--- src/rtl/dma_ring_pkg.sv ---
package dma_ring_pkg;
  localparam int OFF_CTRL   = 0;
  localparam int OFF_STAT   = 1;
  localparam int OFF_FIRST  = 2;
  localparam int OFF_CSRC   = 3;
  localparam int OFF_CDST   = 4;
  localparam int OFF_REMAIN = 5;
  localparam int OFF_DESC   = 16;

  localparam int CB_START = 0;
  localparam int CB_ABORT = 1;
  localparam int CB_SEGIE = 2;
  localparam int CB_ERRIE = 3;
  localparam int CB_PACE  = 4;
  localparam int CB_CAPT  = 5;

  localparam int SB_SEG  = 0;
  localparam int SB_XERR = 1;
  localparam int SB_PERR = 2;
  localparam int SB_WRAP = 3;
  localparam int SB_BUSY = 4;

  localparam int FLD_SRC = 0;
  localparam int FLD_DST = 1;
  localparam int FLD_CNT = 2;
  localparam int FLD_NXT = 3;

  typedef enum logic [2:0] {
    ST_IDLE,
    ST_LOAD,
    ST_WAIT,
    ST_RD,
    ST_WR
  } xfer_state_t;
endpackage

--- src/rtl/ring_desc_file.sv ---
module ring_desc_file #(
  parameter int NUM_DESC = 2,
  parameter int ADDR_W   = 32,
  parameter int CNT_W    = 32,
  parameter int IDX_W    = 1,
  parameter int REG_DW   = 32
) (
  input  logic              clk,
  input  logic              rst_n,
  input  logic              wr_en,
  input  logic [IDX_W-1:0]  wr_idx,
  input  logic [1:0]        wr_fld,
  input  logic [REG_DW-1:0] wr_data,
  input  logic [IDX_W-1:0]  eng_idx,
  output logic [ADDR_W-1:0] eng_src,
  output logic [ADDR_W-1:0] eng_dst,
  output logic [CNT_W-1:0]  eng_cnt,
  output logic [IDX_W-1:0]  eng_nxt,
  input  logic [IDX_W-1:0]  sw_idx,
  input  logic [1:0]        sw_fld,
  output logic [REG_DW-1:0] sw_data
);
  import dma_ring_pkg::*;

  logic [ADDR_W-1:0] src_q [NUM_DESC];
  logic [ADDR_W-1:0] dst_q [NUM_DESC];
  logic [CNT_W-1:0]  cnt_q [NUM_DESC];
  logic [IDX_W-1:0]  nxt_q [NUM_DESC];

  for (genvar i = 0; i < NUM_DESC; i++) begin : g_entry
    localparam int RING_NEXT = (i + 1) % NUM_DESC;
    logic hit;
    assign hit = wr_en && (wr_idx == IDX_W'(i));
    always_ff @(posedge clk) begin
      if (!rst_n) begin
        src_q[i] <= '0;
        dst_q[i] <= '0;
        cnt_q[i] <= '0;
        nxt_q[i] <= IDX_W'(RING_NEXT);
      end else if (hit) begin
        case (wr_fld)
          2'(FLD_SRC): src_q[i] <= wr_data[ADDR_W-1:0];
          2'(FLD_DST): dst_q[i] <= wr_data[ADDR_W-1:0];
          2'(FLD_CNT): cnt_q[i] <= wr_data[CNT_W-1:0];
          default:     nxt_q[i] <= wr_data[IDX_W-1:0];
        endcase
      end
    end
  end

  assign eng_src = src_q[eng_idx];
  assign eng_dst = dst_q[eng_idx];
  assign eng_cnt = cnt_q[eng_idx];
  assign eng_nxt = nxt_q[eng_idx];

  always_comb begin
    sw_data = '0;
    case (sw_fld)
      2'(FLD_SRC): sw_data = REG_DW'(src_q[sw_idx]);
      2'(FLD_DST): sw_data = REG_DW'(dst_q[sw_idx]);
      2'(FLD_CNT): sw_data = REG_DW'(cnt_q[sw_idx]);
      default:     sw_data = REG_DW'(nxt_q[sw_idx]);
    endcase
  end
endmodule

--- src/rtl/ring_csr.sv ---
module ring_csr #(
  parameter int IDX_W = 1
) (
  input  logic             clk,
  input  logic             rst_n,
  input  logic             ctrl_we,
  input  logic [5:1]       ctrl_wd,
  input  logic             stat_we,
  input  logic [3:0]       stat_wd,
  input  logic             first_we,
  input  logic [IDX_W-1:0] first_wd,
  input  logic             ev_seg,
  input  logic             ev_wrap,
  input  logic             ev_xerr,
  input  logic             ev_perr,
  output logic             abort_o,
  output logic             seg_ie_o,
  output logic             err_ie_o,
  output logic             pace_o,
  output logic             capture_o,
  output logic [IDX_W-1:0] first_idx_o,
  output logic [3:0]       status_o,
  output logic             irq_o
);
  import dma_ring_pkg::*;

  logic [5:1] ctrl_q;
  logic [3:0] stat_q;
  logic [3:0] set_v;
  logic [3:0] clr_v;

  assign set_v = {ev_wrap, ev_perr, ev_xerr, ev_seg};
  assign clr_v = stat_we ? stat_wd : 4'b0;

  always_ff @(posedge clk) begin
    if (!rst_n) begin
      ctrl_q      <= '0;
      stat_q      <= '0;
      first_idx_o <= '0;
    end else begin
      if (ctrl_we)  ctrl_q      <= ctrl_wd;
      if (first_we) first_idx_o <= first_wd;
      stat_q <= (stat_q & ~clr_v) | set_v;
    end
  end

  assign abort_o   = ctrl_q[CB_ABORT];
  assign seg_ie_o  = ctrl_q[CB_SEGIE];
  assign err_ie_o  = ctrl_q[CB_ERRIE];
  assign pace_o    = ctrl_q[CB_PACE];
  assign capture_o = ctrl_q[CB_CAPT];
  assign status_o  = stat_q;
  assign irq_o     = (seg_ie_o && stat_q[SB_SEG]) ||
                     (err_ie_o && (stat_q[SB_XERR] || stat_q[SB_PERR]));

  // a finished segment with its interrupt enabled raises irq next cycle
  p_seg_irq_r3: assert property (@(posedge clk) disable iff (!rst_n)
    ev_seg && seg_ie_o && !ctrl_we |=> irq_o);

  // write-one clears a bit that no new event sets
  p_w1c_r5: assert property (@(posedge clk) disable iff (!rst_n)
    stat_we && stat_wd[SB_SEG] && !ev_seg |=> !status_o[SB_SEG]);

  // a bus fault is recorded
  p_xerr_r10: assert property (@(posedge clk) disable iff (!rst_n)
    ev_xerr |=> status_o[SB_XERR]);
endmodule

--- src/rtl/ring_xfer_engine.sv ---
module ring_xfer_engine #(
  parameter int ADDR_W      = 32,
  parameter int DATA_W      = 32,
  parameter int CNT_W       = 32,
  parameter int IDX_W       = 1,
  parameter int CHUNK_BEATS = 2
) (
  input  logic              clk,
  input  logic              rst_n,
  input  logic              start_i,
  input  logic              abort_i,
  input  logic              pace_i,
  input  logic              capture_i,
  input  logic [IDX_W-1:0]  first_idx_i,
  output logic [IDX_W-1:0]  desc_idx_o,
  input  logic [ADDR_W-1:0] desc_src_i,
  input  logic [ADDR_W-1:0] desc_dst_i,
  input  logic [CNT_W-1:0]  desc_cnt_i,
  input  logic [IDX_W-1:0]  desc_nxt_i,
  input  logic              periph_req_i,
  output logic              mem_valid_o,
  input  logic              mem_ready_i,
  output logic              mem_we_o,
  output logic [ADDR_W-1:0] mem_addr_o,
  output logic [DATA_W-1:0] mem_wdata_o,
  input  logic [DATA_W-1:0] mem_rdata_i,
  input  logic              mem_err_i,
  output logic              busy_o,
  output logic [ADDR_W-1:0] cur_src_o,
  output logic [ADDR_W-1:0] cur_dst_o,
  output logic [CNT_W-1:0]  remain_o,
  output logic              ev_seg_o,
  output logic              ev_wrap_o,
  output logic              ev_xerr_o,
  output logic              ev_perr_o
);
  import dma_ring_pkg::*;

  localparam int BYTES = DATA_W / 8;
  localparam int BSH   = $clog2(BYTES);
  localparam int CHW   = $clog2(CHUNK_BEATS + 1);

  xfer_state_t       state_q;
  logic [IDX_W-1:0]  idx_q;
  logic [ADDR_W-1:0] src_q, dst_q;
  logic [CNT_W-1:0]  remain_q;
  logic [DATA_W-1:0] data_q;
  logic [CHW-1:0]    chunk_q;

  logic accept, beat_ok, bad_desc, bad_start, kill, seg_end, chunk_end;

  assign busy_o     = (state_q != ST_IDLE);
  assign accept     = mem_valid_o && mem_ready_i;
  assign beat_ok    = accept && !mem_err_i;
  assign bad_desc   = (desc_cnt_i == '0) || (desc_cnt_i[BSH-1:0] != '0);
  assign bad_start  = start_i && (busy_o || remain_q != '0);
  assign kill       = abort_i || bad_start;
  assign seg_end    = (state_q == ST_WR) && beat_ok && (remain_q == CNT_W'(BYTES)) && !kill;
  assign chunk_end  = pace_i && (chunk_q == CHW'(CHUNK_BEATS - 1));

  assign ev_seg_o  = seg_end;
  assign ev_wrap_o = seg_end && (desc_nxt_i == first_idx_i);
  assign ev_xerr_o = accept && mem_err_i && !kill;
  assign ev_perr_o = !abort_i && (bad_start || ((state_q == ST_LOAD) && bad_desc));

  always_ff @(posedge clk) begin
    if (!rst_n) begin
      state_q  <= ST_IDLE;
      idx_q    <= '0;
      src_q    <= '0;
      dst_q    <= '0;
      remain_q <= '0;
      data_q   <= '0;
      chunk_q  <= '0;
    end else if (abort_i) begin
      state_q  <= ST_IDLE;
      remain_q <= '0;
    end else if (bad_start) begin
      state_q <= ST_IDLE;
    end else begin
      case (state_q)
        ST_IDLE: if (start_i) begin
          idx_q   <= first_idx_i;
          state_q <= ST_LOAD;
        end
        ST_LOAD: if (bad_desc) begin
          state_q <= ST_IDLE;
        end else begin
          src_q    <= desc_src_i;
          dst_q    <= desc_dst_i;
          remain_q <= desc_cnt_i;
          chunk_q  <= '0;
          state_q  <= pace_i ? ST_WAIT : ST_RD;
        end
        ST_WAIT: if (periph_req_i) state_q <= ST_RD;
        ST_RD: if (accept) begin
          if (mem_err_i) state_q <= ST_IDLE;
          else begin
            data_q  <= mem_rdata_i;
            state_q <= ST_WR;
          end
        end
        ST_WR: if (accept) begin
          if (mem_err_i) state_q <= ST_IDLE;
          else begin
            if (capture_i) dst_q <= dst_q + ADDR_W'(BYTES);
            else           src_q <= src_q + ADDR_W'(BYTES);
            remain_q <= remain_q - CNT_W'(BYTES);
            if (remain_q == CNT_W'(BYTES)) begin
              idx_q   <= desc_nxt_i;
              state_q <= ST_LOAD;
            end else if (chunk_end) begin
              chunk_q <= '0;
              state_q <= ST_WAIT;
            end else begin
              chunk_q <= chunk_q + 1'b1;
              state_q <= ST_RD;
            end
          end
        end
        default: state_q <= ST_IDLE;
      endcase
    end
  end

  assign desc_idx_o  = idx_q;
  assign mem_valid_o = (state_q == ST_RD) || (state_q == ST_WR);
  assign mem_we_o    = (state_q == ST_WR);
  assign mem_addr_o  = (state_q == ST_WR) ? dst_q : src_q;
  assign mem_wdata_o = data_q;
  assign cur_src_o   = src_q;
  assign cur_dst_o   = dst_q;
  assign remain_o    = remain_q;

  // abort stops traffic on the next edge
  p_abort_stop_r6: assert property (@(posedge clk) disable iff (!rst_n)
    abort_i |=> !mem_valid_o && !busy_o);

  // a paced chunk waits for the peripheral request
  p_pace_gate_r7: assert property (@(posedge clk) disable iff (!rst_n)
    (state_q == ST_WAIT) && !periph_req_i && !abort_i |=> !mem_valid_o);

  // playback keeps the destination and steps the source
  p_hold_dst_r4: assert property (@(posedge clk) disable iff (!rst_n)
    (state_q == ST_WR) && beat_ok && !kill && !capture_i
      |=> $stable(dst_q) && (src_q == $past(src_q) + ADDR_W'(BYTES)));

  // capture keeps the source and steps the destination
  p_hold_src_r4: assert property (@(posedge clk) disable iff (!rst_n)
    (state_q == ST_WR) && beat_ok && !kill && capture_i
      |=> $stable(src_q) && (dst_q == $past(dst_q) + ADDR_W'(BYTES)));

  // start while busy halts the channel
  p_busy_start_r8: assert property (@(posedge clk) disable iff (!rst_n)
    start_i && busy_o |=> !busy_o && !mem_valid_o);

  // a bad descriptor never reaches the memory port
  p_bad_desc_r9: assert property (@(posedge clk) disable iff (!rst_n)
    (state_q == ST_LOAD) && bad_desc |=> !busy_o && !mem_valid_o);

  // a stalled request holds its content
  p_req_stable_r12: assert property (@(posedge clk) disable iff (!rst_n)
    mem_valid_o && !mem_ready_i |=>
      (mem_valid_o && $stable(mem_addr_o) && $stable(mem_we_o) && $stable(mem_wdata_o))
      || $past(abort_i) || $past(start_i));
endmodule

--- src/rtl/dma_ring_chan.sv ---
module dma_ring_chan #(
  parameter int NUM_DESC    = 2,
  parameter int ADDR_W      = 32,
  parameter int DATA_W      = 32,
  parameter int REG_DW      = 32,
  parameter int REG_AW      = 6,
  parameter int CHUNK_BEATS = 2
) (
  input  logic              clk,
  input  logic              rst_n,
  input  logic              reg_wr,
  input  logic [REG_AW-1:0] reg_addr,
  input  logic [REG_DW-1:0] reg_wdata,
  output logic [REG_DW-1:0] reg_rdata,
  output logic              mem_valid,
  input  logic              mem_ready,
  output logic              mem_we,
  output logic [ADDR_W-1:0] mem_addr,
  output logic [DATA_W-1:0] mem_wdata,
  input  logic [DATA_W-1:0] mem_rdata,
  input  logic              mem_err,
  input  logic              periph_req,
  output logic              irq
);
  import dma_ring_pkg::*;

  localparam int IDX_W = (NUM_DESC > 1) ? $clog2(NUM_DESC) : 1;
  localparam int CNT_W = REG_DW;

  logic [REG_AW-1:0] desc_off;
  logic              desc_hit;
  logic [IDX_W-1:0]  sw_idx;
  logic [1:0]        sw_fld;
  logic              ctrl_we, stat_we, first_we, start;

  assign desc_off = reg_addr - REG_AW'(OFF_DESC);
  assign desc_hit = (reg_addr >= REG_AW'(OFF_DESC)) && (32'(desc_off) < 32'(4 * NUM_DESC));
  assign sw_idx   = desc_off[IDX_W+1:2];
  assign sw_fld   = desc_off[1:0];
  assign ctrl_we  = reg_wr && (reg_addr == REG_AW'(OFF_CTRL));
  assign stat_we  = reg_wr && (reg_addr == REG_AW'(OFF_STAT));
  assign first_we = reg_wr && (reg_addr == REG_AW'(OFF_FIRST));

  logic              abort, seg_ie, err_ie, pace, capture;
  logic [IDX_W-1:0]  first_idx, eng_idx, eng_nxt;
  logic [3:0]        status;
  logic [ADDR_W-1:0] eng_src, eng_dst, cur_src, cur_dst;
  logic [CNT_W-1:0]  eng_cnt, remain;
  logic [REG_DW-1:0] sw_data;
  logic              busy, ev_seg, ev_wrap, ev_xerr, ev_perr;

  assign start = ctrl_we && reg_wdata[CB_START] && !reg_wdata[CB_ABORT] && !abort;

  ring_desc_file #(
    .NUM_DESC(NUM_DESC), .ADDR_W(ADDR_W), .CNT_W(CNT_W), .IDX_W(IDX_W), .REG_DW(REG_DW)
  ) u_desc (
    .clk(clk), .rst_n(rst_n),
    .wr_en(reg_wr && desc_hit), .wr_idx(sw_idx), .wr_fld(sw_fld), .wr_data(reg_wdata),
    .eng_idx(eng_idx), .eng_src(eng_src), .eng_dst(eng_dst), .eng_cnt(eng_cnt), .eng_nxt(eng_nxt),
    .sw_idx(sw_idx), .sw_fld(sw_fld), .sw_data(sw_data)
  );

  ring_csr #(.IDX_W(IDX_W)) u_csr (
    .clk(clk), .rst_n(rst_n),
    .ctrl_we(ctrl_we), .ctrl_wd(reg_wdata[5:1]),
    .stat_we(stat_we), .stat_wd(reg_wdata[3:0]),
    .first_we(first_we), .first_wd(reg_wdata[IDX_W-1:0]),
    .ev_seg(ev_seg), .ev_wrap(ev_wrap), .ev_xerr(ev_xerr), .ev_perr(ev_perr),
    .abort_o(abort), .seg_ie_o(seg_ie), .err_ie_o(err_ie), .pace_o(pace), .capture_o(capture),
    .first_idx_o(first_idx), .status_o(status), .irq_o(irq)
  );

  ring_xfer_engine #(
    .ADDR_W(ADDR_W), .DATA_W(DATA_W), .CNT_W(CNT_W), .IDX_W(IDX_W), .CHUNK_BEATS(CHUNK_BEATS)
  ) u_eng (
    .clk(clk), .rst_n(rst_n),
    .start_i(start), .abort_i(abort), .pace_i(pace), .capture_i(capture), .first_idx_i(first_idx),
    .desc_idx_o(eng_idx), .desc_src_i(eng_src), .desc_dst_i(eng_dst), .desc_cnt_i(eng_cnt),
    .desc_nxt_i(eng_nxt), .periph_req_i(periph_req),
    .mem_valid_o(mem_valid), .mem_ready_i(mem_ready), .mem_we_o(mem_we), .mem_addr_o(mem_addr),
    .mem_wdata_o(mem_wdata), .mem_rdata_i(mem_rdata), .mem_err_i(mem_err),
    .busy_o(busy), .cur_src_o(cur_src), .cur_dst_o(cur_dst), .remain_o(remain),
    .ev_seg_o(ev_seg), .ev_wrap_o(ev_wrap), .ev_xerr_o(ev_xerr), .ev_perr_o(ev_perr)
  );

  always_comb begin
    reg_rdata = '0;
    if (desc_hit) reg_rdata = sw_data;
    else begin
      case (32'(reg_addr))
        OFF_CTRL: begin
          reg_rdata[CB_ABORT] = abort;
          reg_rdata[CB_SEGIE] = seg_ie;
          reg_rdata[CB_ERRIE] = err_ie;
          reg_rdata[CB_PACE]  = pace;
          reg_rdata[CB_CAPT]  = capture;
        end
        OFF_STAT: begin
          reg_rdata[3:0]     = status;
          reg_rdata[SB_BUSY] = busy;
        end
        OFF_FIRST:  reg_rdata = REG_DW'(first_idx);
        OFF_CSRC:   reg_rdata = REG_DW'(cur_src);
        OFF_CDST:   reg_rdata = REG_DW'(cur_dst);
        OFF_REMAIN: reg_rdata = REG_DW'(remain);
        default:    reg_rdata = '0;
      endcase
    end
  end
endmodule

--- config.mk ---
export PLATFORM = sky130hd
export DESIGN_NAME = dma_ring_chan
export DESIGN_NICKNAME = d
export VERILOG_FILES = /design/src/rtl/dma_ring_pkg.sv /design/src/rtl/ring_desc_file.sv /design/src/rtl/ring_csr.sv /design/src/rtl/ring_xfer_engine.sv /design/src/rtl/dma_ring_chan.sv
export SDC_FILE = /design/constraint.sdc
export NUM_CORES = 1
export LEC_CHECK = 0
export BUFFER_PORTS_ARGS = -buffer_cell sky130_fd_sc_hd__buf_2
export CAP_MARGIN = 20
export CELL_PAD_IN_SITES_DETAIL_PLACEMENT = 1
export CELL_PAD_IN_SITES_GLOBAL_PLACEMENT = 2
export CORE_AREA = 2 2 181 272
export CTS_CLUSTER_SIZE = 14
export DETAILED_ROUTE_END_ITERATION = 16
export DIE_AREA = 0 0 183 274
export PLACE_DENSITY = 0.95
export SYNTH_ARGS = -nofsm -noshare
export SYNTH_HDL_FRONTEND = slang
export SYNTH_SLANG_ARGS = --single-unit
export TNS_END_PERCENT = 20
--- constraint.sdc ---
create_clock -name clk -period 11.3 [get_ports clk]
set_input_delay 1.695 -clock clk [delete_from_list [all_inputs] [get_ports clk]]
set_output_delay 1.695 -clock clk [all_outputs]
set_load 0.03 [all_outputs]
Word-level counts from Yosys, hierarchy flattened

Memories as Yosys holds them, arrays and structs flattened. A register that Yosys moved wholly into a read port is not among the register bits.
Cells that the tools add are included.

Memories kept: 4
Input port bits: 76
Memory bits (writable): 194
Output and inout port bits: 99
Word-level logic and storage cells: 204
Bits in registers: 144

Memory list:

| name         | depth | width | rd ports | clocked after memory_dff | wr ports | line                 | source |
|---|---|---|---|---|---|---|---|
| u_desc.cnt_q | 2     | 32    | 2        | 1                        | 2        | ring_desc_file.sv:27 | `logic [CNT_W-1:0] cnt_q [NUM_DESC];` |
| u_desc.dst_q | 2     | 32    | 2        | 1                        | 2        | ring_desc_file.sv:26 | `logic [ADDR_W-1:0] dst_q [NUM_DESC];` |
| u_desc.src_q | 2     | 32    | 2        | 1                        | 2        | ring_desc_file.sv:25 | `logic [ADDR_W-1:0] src_q [NUM_DESC];` |
| u_desc.nxt_q | 2     | 1     | 2        | 1                        | 2        | ring_desc_file.sv:28 | `logic [IDX_W-1:0] nxt_q [NUM_DESC];` |

Equality and inequality tests: 24
Reductions and logical operators: 54
Multiplexer cells: 89
Bitwise logic cells: 16
Add/subtract/negate cells: 5
Order comparisons: 2

Operators by type and width:

| cell                                                                    | count |
|---|---|
| 32-bit 2-to-1 mux                                                       | 19 |
| 32-bit case mux with 2 select lines                                     | 3 |
| 32-bit case mux with 3 select lines                                     | 1 |
| 26-bit case mux with 3 select lines                                     | 1 |
| 32-bit by 3-bit adder with 32-bit output, second input constant         | 2 |
| 1-bit 2-to-1 mux                                                        | 45 |
| 32-bit by 3-bit equality test with 1-bit output, second input constant  | 1 |
| 32-bit zero test                                                        | 1 |
| 32-bit nonzero test                                                     | 1 |
| 32-bit by 3-bit subtractor with 32-bit output, second input constant    | 1 |
| 7-bit AND reduction                                                     | 4 |
| 1-bit logical AND                                                       | 24 |
| 3-bit 2-to-1 mux                                                        | 8 |
| 4-bit case mux with 5 select lines                                      | 1 |
| 3-bit case mux with 5 select lines                                      | 1 |
| 6-bit by 2-bit equality test with 1-bit output, second input constant   | 2 |
| 6-bit by 3-bit equality test with 1-bit output, second input constant   | 2 |
| 2-bit 2-to-1 mux                                                        | 5 |
| 2-bit by 1-bit inequality test with 1-bit output, second input constant | 5 |
| 2-bit inequality test, second input constant                            | 5 |
| 5-bit AND reduction                                                     | 2 |
| 1-bit bitwise OR                                                        | 8 |
| 1-bit logical OR                                                        | 7 |
| 3-bit by 2-bit equality test with 1-bit output, second input constant   | 2 |
| 28 further kinds                                                        | 39 |

Depth between registers and ports, before layout

Depth after elaboration: 11
Mapped depth: 11
Gate-level depth less buffers: 8

Hierarchy

Synthesis repeated with hierarchy kept, for this count alone.

Cells, all modules: 2053
Area total of the unflattened synthesis: 19540.0 sq um

By module, submodules not included:

| module           | cells an instance | seq. area each (sq um) | instances | area an instance (sq um) |
|---|---|---|---|---|
| ring_desc_file   | 757               | 5815.6                 | 1         | 10065.9 |
| ring_xfer_engine | 1112              | 2682.6                 | 1         | 8074.0 |
| dma_ring_chan    | 146               | 0.0                    | 1         | 1022.2 |
| ring_csr         | 38                | 200.2                  | 1         | 377.9 |

Worst setup path after synthesis

No wires, ideal clock.

Path type: input -> output
Start point: input reg_addr[0]
End point: output reg_rdata[2]
Arrival time: 3.824 ns
Cell stages on the path: 7
Required time: 9.605 ns
Path slack: 5.781 ns
Cell sequence: clkbuf_1 -> clkbuf_1 -> buf_1 -> mux2i_1 -> o211ai_1 -> o21ai_0 -> o21ai_0

Word-level cells in the longest chain between the ends: 4
Elaborated cells between the ends (all ways): 18
Classes of those cells: add/sub (1); order compare (2); eq/ne (6); mux (3); reduce/logical (3); memory (3)

RTL lines:

| element                                                                         | line                                      | source |
|---|---|---|
| start: declaration                                                              | dma_ring_chan.sv:12                       | `input logic [REG_AW-1:0] reg_addr,` |
| 6-bit by 5-bit subtractor with 6-bit output                                     | dma_ring_chan.sv:36                       | `assign desc_off = reg_addr - REG_AW'(OFF_DESC);` |
| 6-bit by 4-bit less-than comparator with 1-bit output (tied with other cells)   | dma_ring_chan.sv:37                       | `assign desc_hit = (reg_addr >= REG_AW'(OFF_DESC)) && (32'(desc_off) < 32'(4 * NUM_DESC));` |
| 1-bit logical AND / 32-bit case mux with 3 select lines (equally long branches) | dma_ring_chan.sv:37, ring_desc_file.sv:58 |  |
| 32-bit 2-to-1 mux *                                                             | dma_ring_chan.sv:88                       | `if (desc_hit) reg_rdata = sw_data;` |
| end: declaration                                                                | dma_ring_chan.sv:14                       | `output logic [REG_DW-1:0] reg_rdata,` |

Every way passes the cells marked *; elsewhere a longest branch is shown, timed or not.

Final worst setup path

Start point: input reg_addr[1]
End point: output reg_rdata[9]

Same word-level chain as after synthesis.

==> metrics.cfg <==
[status]
status = completed

[power_and_ir_drop]
peakVddDrop_uv = 136.4
p_per_area_nw_per_um2 = 128.4
p_leak_nw = 7.988
power_mw = 2.827

[setup_path]
end_kind = output port
max_stage_delay_ns = 0.77
arrival_ns = 4.88
reg2reg_depth = 7
path_class = input pin to output port
r2r-start = u_desc.cnt_q[1][27]$_SDFFCE_PN0P_
reg2reg_slack_ns = 6.70
crit_cells = 9
timing.rr.end = u_eng.remain_o[21]$_SDFFE_PP0P_
cp_num_buf_inv = 4
worstPathCellList = buf_2 > buf_4 > nor2b_4 > buf_4 > nand2_1 > o211ai_1 > o21ai_0 > o21ai_0 > buf_2
cp-start-kind = input pin
crit_family = buffers and inverters
cp_max_fo = 79
setup.worst_path.end = reg_rdata[9]
worstPathRequired_ns = 9.61
startpoint = reg_addr[1]
crit_slowest_cell = nor2b_4

[sta]
worst_pin_slew_ns = 1.263
finalHoldViolCount = 0
min_period_over_period = 0.5816
setup_violations = 0
min_period_ns = 6.572
setup_ws_ns = 4.728
fmax_ghz = 0.1522
skew_ns = 0.03867
setup-tns-final_ns = 0
grt_setup_unrepaired = false
slew_headroom = 0.1537
maxSlewViolCount = 0

[detailed_routing]
drtAntennaViolNets = 0
avgRoutedWirePerCell_um = 29.75
dr.first_iter.drc_count = 1829
viasPerCell = 6.685
via_count = 18930
first_pass_iters = 8
routed_wl_mm = 84.24
drc = 0

[clock_tree]
clk_pin_slew_ns = 0.06
htree_num_levels = 2
cts_tree = yes
postCtsHoldBufs = 0
ctsRootBufferMaster = clkbuf_16
post_cts_buffers = 0
cts_buffers = 37
clockBufferDepth = 3
clock-sinks = 339
post_cts_resized = 0
clock_latency_ns = 0.56

[global_routing]
overflow = 0
grt_pass1_vias = 19140
grt_max_degree = 80
antenna_found_initial = 2
grt_first_pass_wirelength_mm = 122.6
track_usage = 0.3269

[layout]
areaGrowthSynthToFinish_pct = 13.20
finalNetCount = 2276
final_cell_area_um2 = 22020
drive_gt1_frac = 0.1596

[floorplanning]
die_y_um = 274
start_util = 0.4048
core_area_um2 = 48060
die_x_um = 183
pin_count = 175
dieArea_um2 = 50140
num_rows = 99

[logic_synthesis]
ys.flop_type = edfxtp_1
syn_inst = 2134
synth_top_area_frac = 0.2979
syn-num-nets = 2215
avgSynthCellArea_um2 = 9.116
ys_seq_area_frac = 0.4482
yosysWarnings = 0
ys_ff_latch = 339
synth_common_cells = nand2_1 (253), and2_1 (200), edfxtp_1 (193), o21ai_0 (167), dfxtp_1 (146)
syn_area_um2 = 19450
synth_enable_flop_cells = 193
async_flop_share = 0
synth_cell_types = 78
yosysTopAreaCell = edfxtp_1
synthTopCellsByArea = edfxtp_1 (30%), dfxtp_1 (15%), mux2i_1 (6.8%), and2_1 (6.4%), nand2_1 (4.9%)
synth.most_common_cell = nand2_1

[placed_design]
pre_cts_ws_ns = 4.783
gp_congestion = 0.9456
hpwl_mm = 58.34
dpl_cell_area_um2 = 20770
port_buffers = 174

[job]
max_cap_violations = 0

[min_path]
hp-class = flip-flop to flip-flop

-- layout make-up --
class	instances	area, µm²
tap	606	758.2
clock inverter	14	135.1
clock buffer	54	1072
fill	5503	26040
antenna	2	5.005
timing repair buffer	209	1186
inverter	19	73.82
multi-input combinational	1589	10070
sequential	339	8722
-- power by group --
part | total [mW] | internal, mW | switching (mW)
logic | 0.206 | 0.0635 | 0.143
clock network | 1.25 | 0.710 | 0.536
registers | 1.37 | 1.34 | 0.0339
total | 2.83 | 2.11 | 0.713
-- cell usage in the layout, fill, tap and decap left out, types with 25 or more instances in the layout --
| cell type | count |
|---|---|
| a211oi_1 | 45 |
| mux2i_1 | 133 |
| o311ai_0 | 25 |
| a21oi_1 | 68 |
| buf_4 | 34 |
| o31ai_1 | 31 |
| nand2_1 | 253 |
| a31oi_1 | 55 |
| buf_2 | 172 |
| nor2_1 | 103 |
| nand3_1 | 71 |
| a222oi_1 | 26 |
| clkbuf_16 | 39 |
| o21ai_0 | 161 |
| o211ai_1 | 33 |
| and2_1 | 200 |
| o21ai_1 | 33 |
| nand4_1 | 25 |
| dfxtp_1 | 145 |
| edfxtp_1 | 193 |
| nor3_1 | 58 |
-- state kept, by name, indices dropped and copies added, names as in the netlist, named ones only --
signal	cells
u_eng.chunk_q	2
u_desc.dst_q	64
u_csr.first_idx_o	1
u_eng.state_q	3
u_eng.cur_src_o	32
u_eng.desc_idx_o	1
u_csr.ctrl_q	5
u_eng.cur_dst_o	32
u_eng.remain_o	32
u_eng.mem_wdata_o	32
u_desc.cnt_q	64
u_csr.status_o	4
u_desc.src_q	64
u_desc.nxt_q	2
-- tightest hold or removal path, stage by stage (launching register included) --
cell	delay (ns)
dfxtp_1	0.30
nand3_1	0.05
o21ai_1	0.05
-- metrics by stage --
step	instances	hold slack, ns	util
6_report	2832	0.4499	0.4582
3_5_place_dp	2760	0.4468	0.4321
4_1_cts	2828	0.4550	0.4572
3_3_place_gp	2759	0.4386	0.4315
2_1_floorplan	2134	0.4429	-
5_1_grt	2830	0.4807	0.4581
-- routing by layer --
layer	vias to the layer above	part of all wire	GRT usage
li1	8120	-	-
met1	9414	0.36	0.3661
met2	1025	0.49	0.5610
met3	372	0.072	0.05140
met4	2	0.085	0.2421
met5	-	0.00012	0
-- cell families after synthesis --
logic type	synth area share
AO/OA/AOI/OAI	0.1976
XOR/XNOR	0.0009006
adder cells (fa/ha/maj)	0.003216
buffers and inverters	0.04245
flip-flops	0.4482
multiplexers	0.08348
AND/OR/NAND/NOR	0.2242
-- worst min path at each step --
stage | start | endpoint | depth (start not counted)
final | u_eng.mem_wdata_o[11]$_SDFFE_PN0P_ | u_eng.mem_wdata_o[11]$_SDFFE_PN0P_ | 2
after global routing | u_eng.mem_wdata_o[23]$_SDFFE_PN0P_ | u_eng.mem_wdata_o[23]$_SDFFE_PN0P_ | 2
after CTS | u_eng.mem_wdata_o[9]$_SDFFE_PN0P_ | u_eng.mem_wdata_o[9]$_SDFFE_PN0P_ | 2
after detailed placement | u_eng.mem_wdata_o[9]$_SDFFE_PN0P_ | u_eng.mem_wdata_o[9]$_SDFFE_PN0P_ | 2
after global placement | u_eng.mem_wdata_o[14]$_SDFFE_PN0P_ | u_eng.mem_wdata_o[14]$_SDFFE_PN0P_ | 2
after floorplan | u_csr.status_o[3]$_SDFF_PN0_ | u_csr.status_o[3]$_SDFF_PN0_ | 2
(Power assumes the default switching activity.)
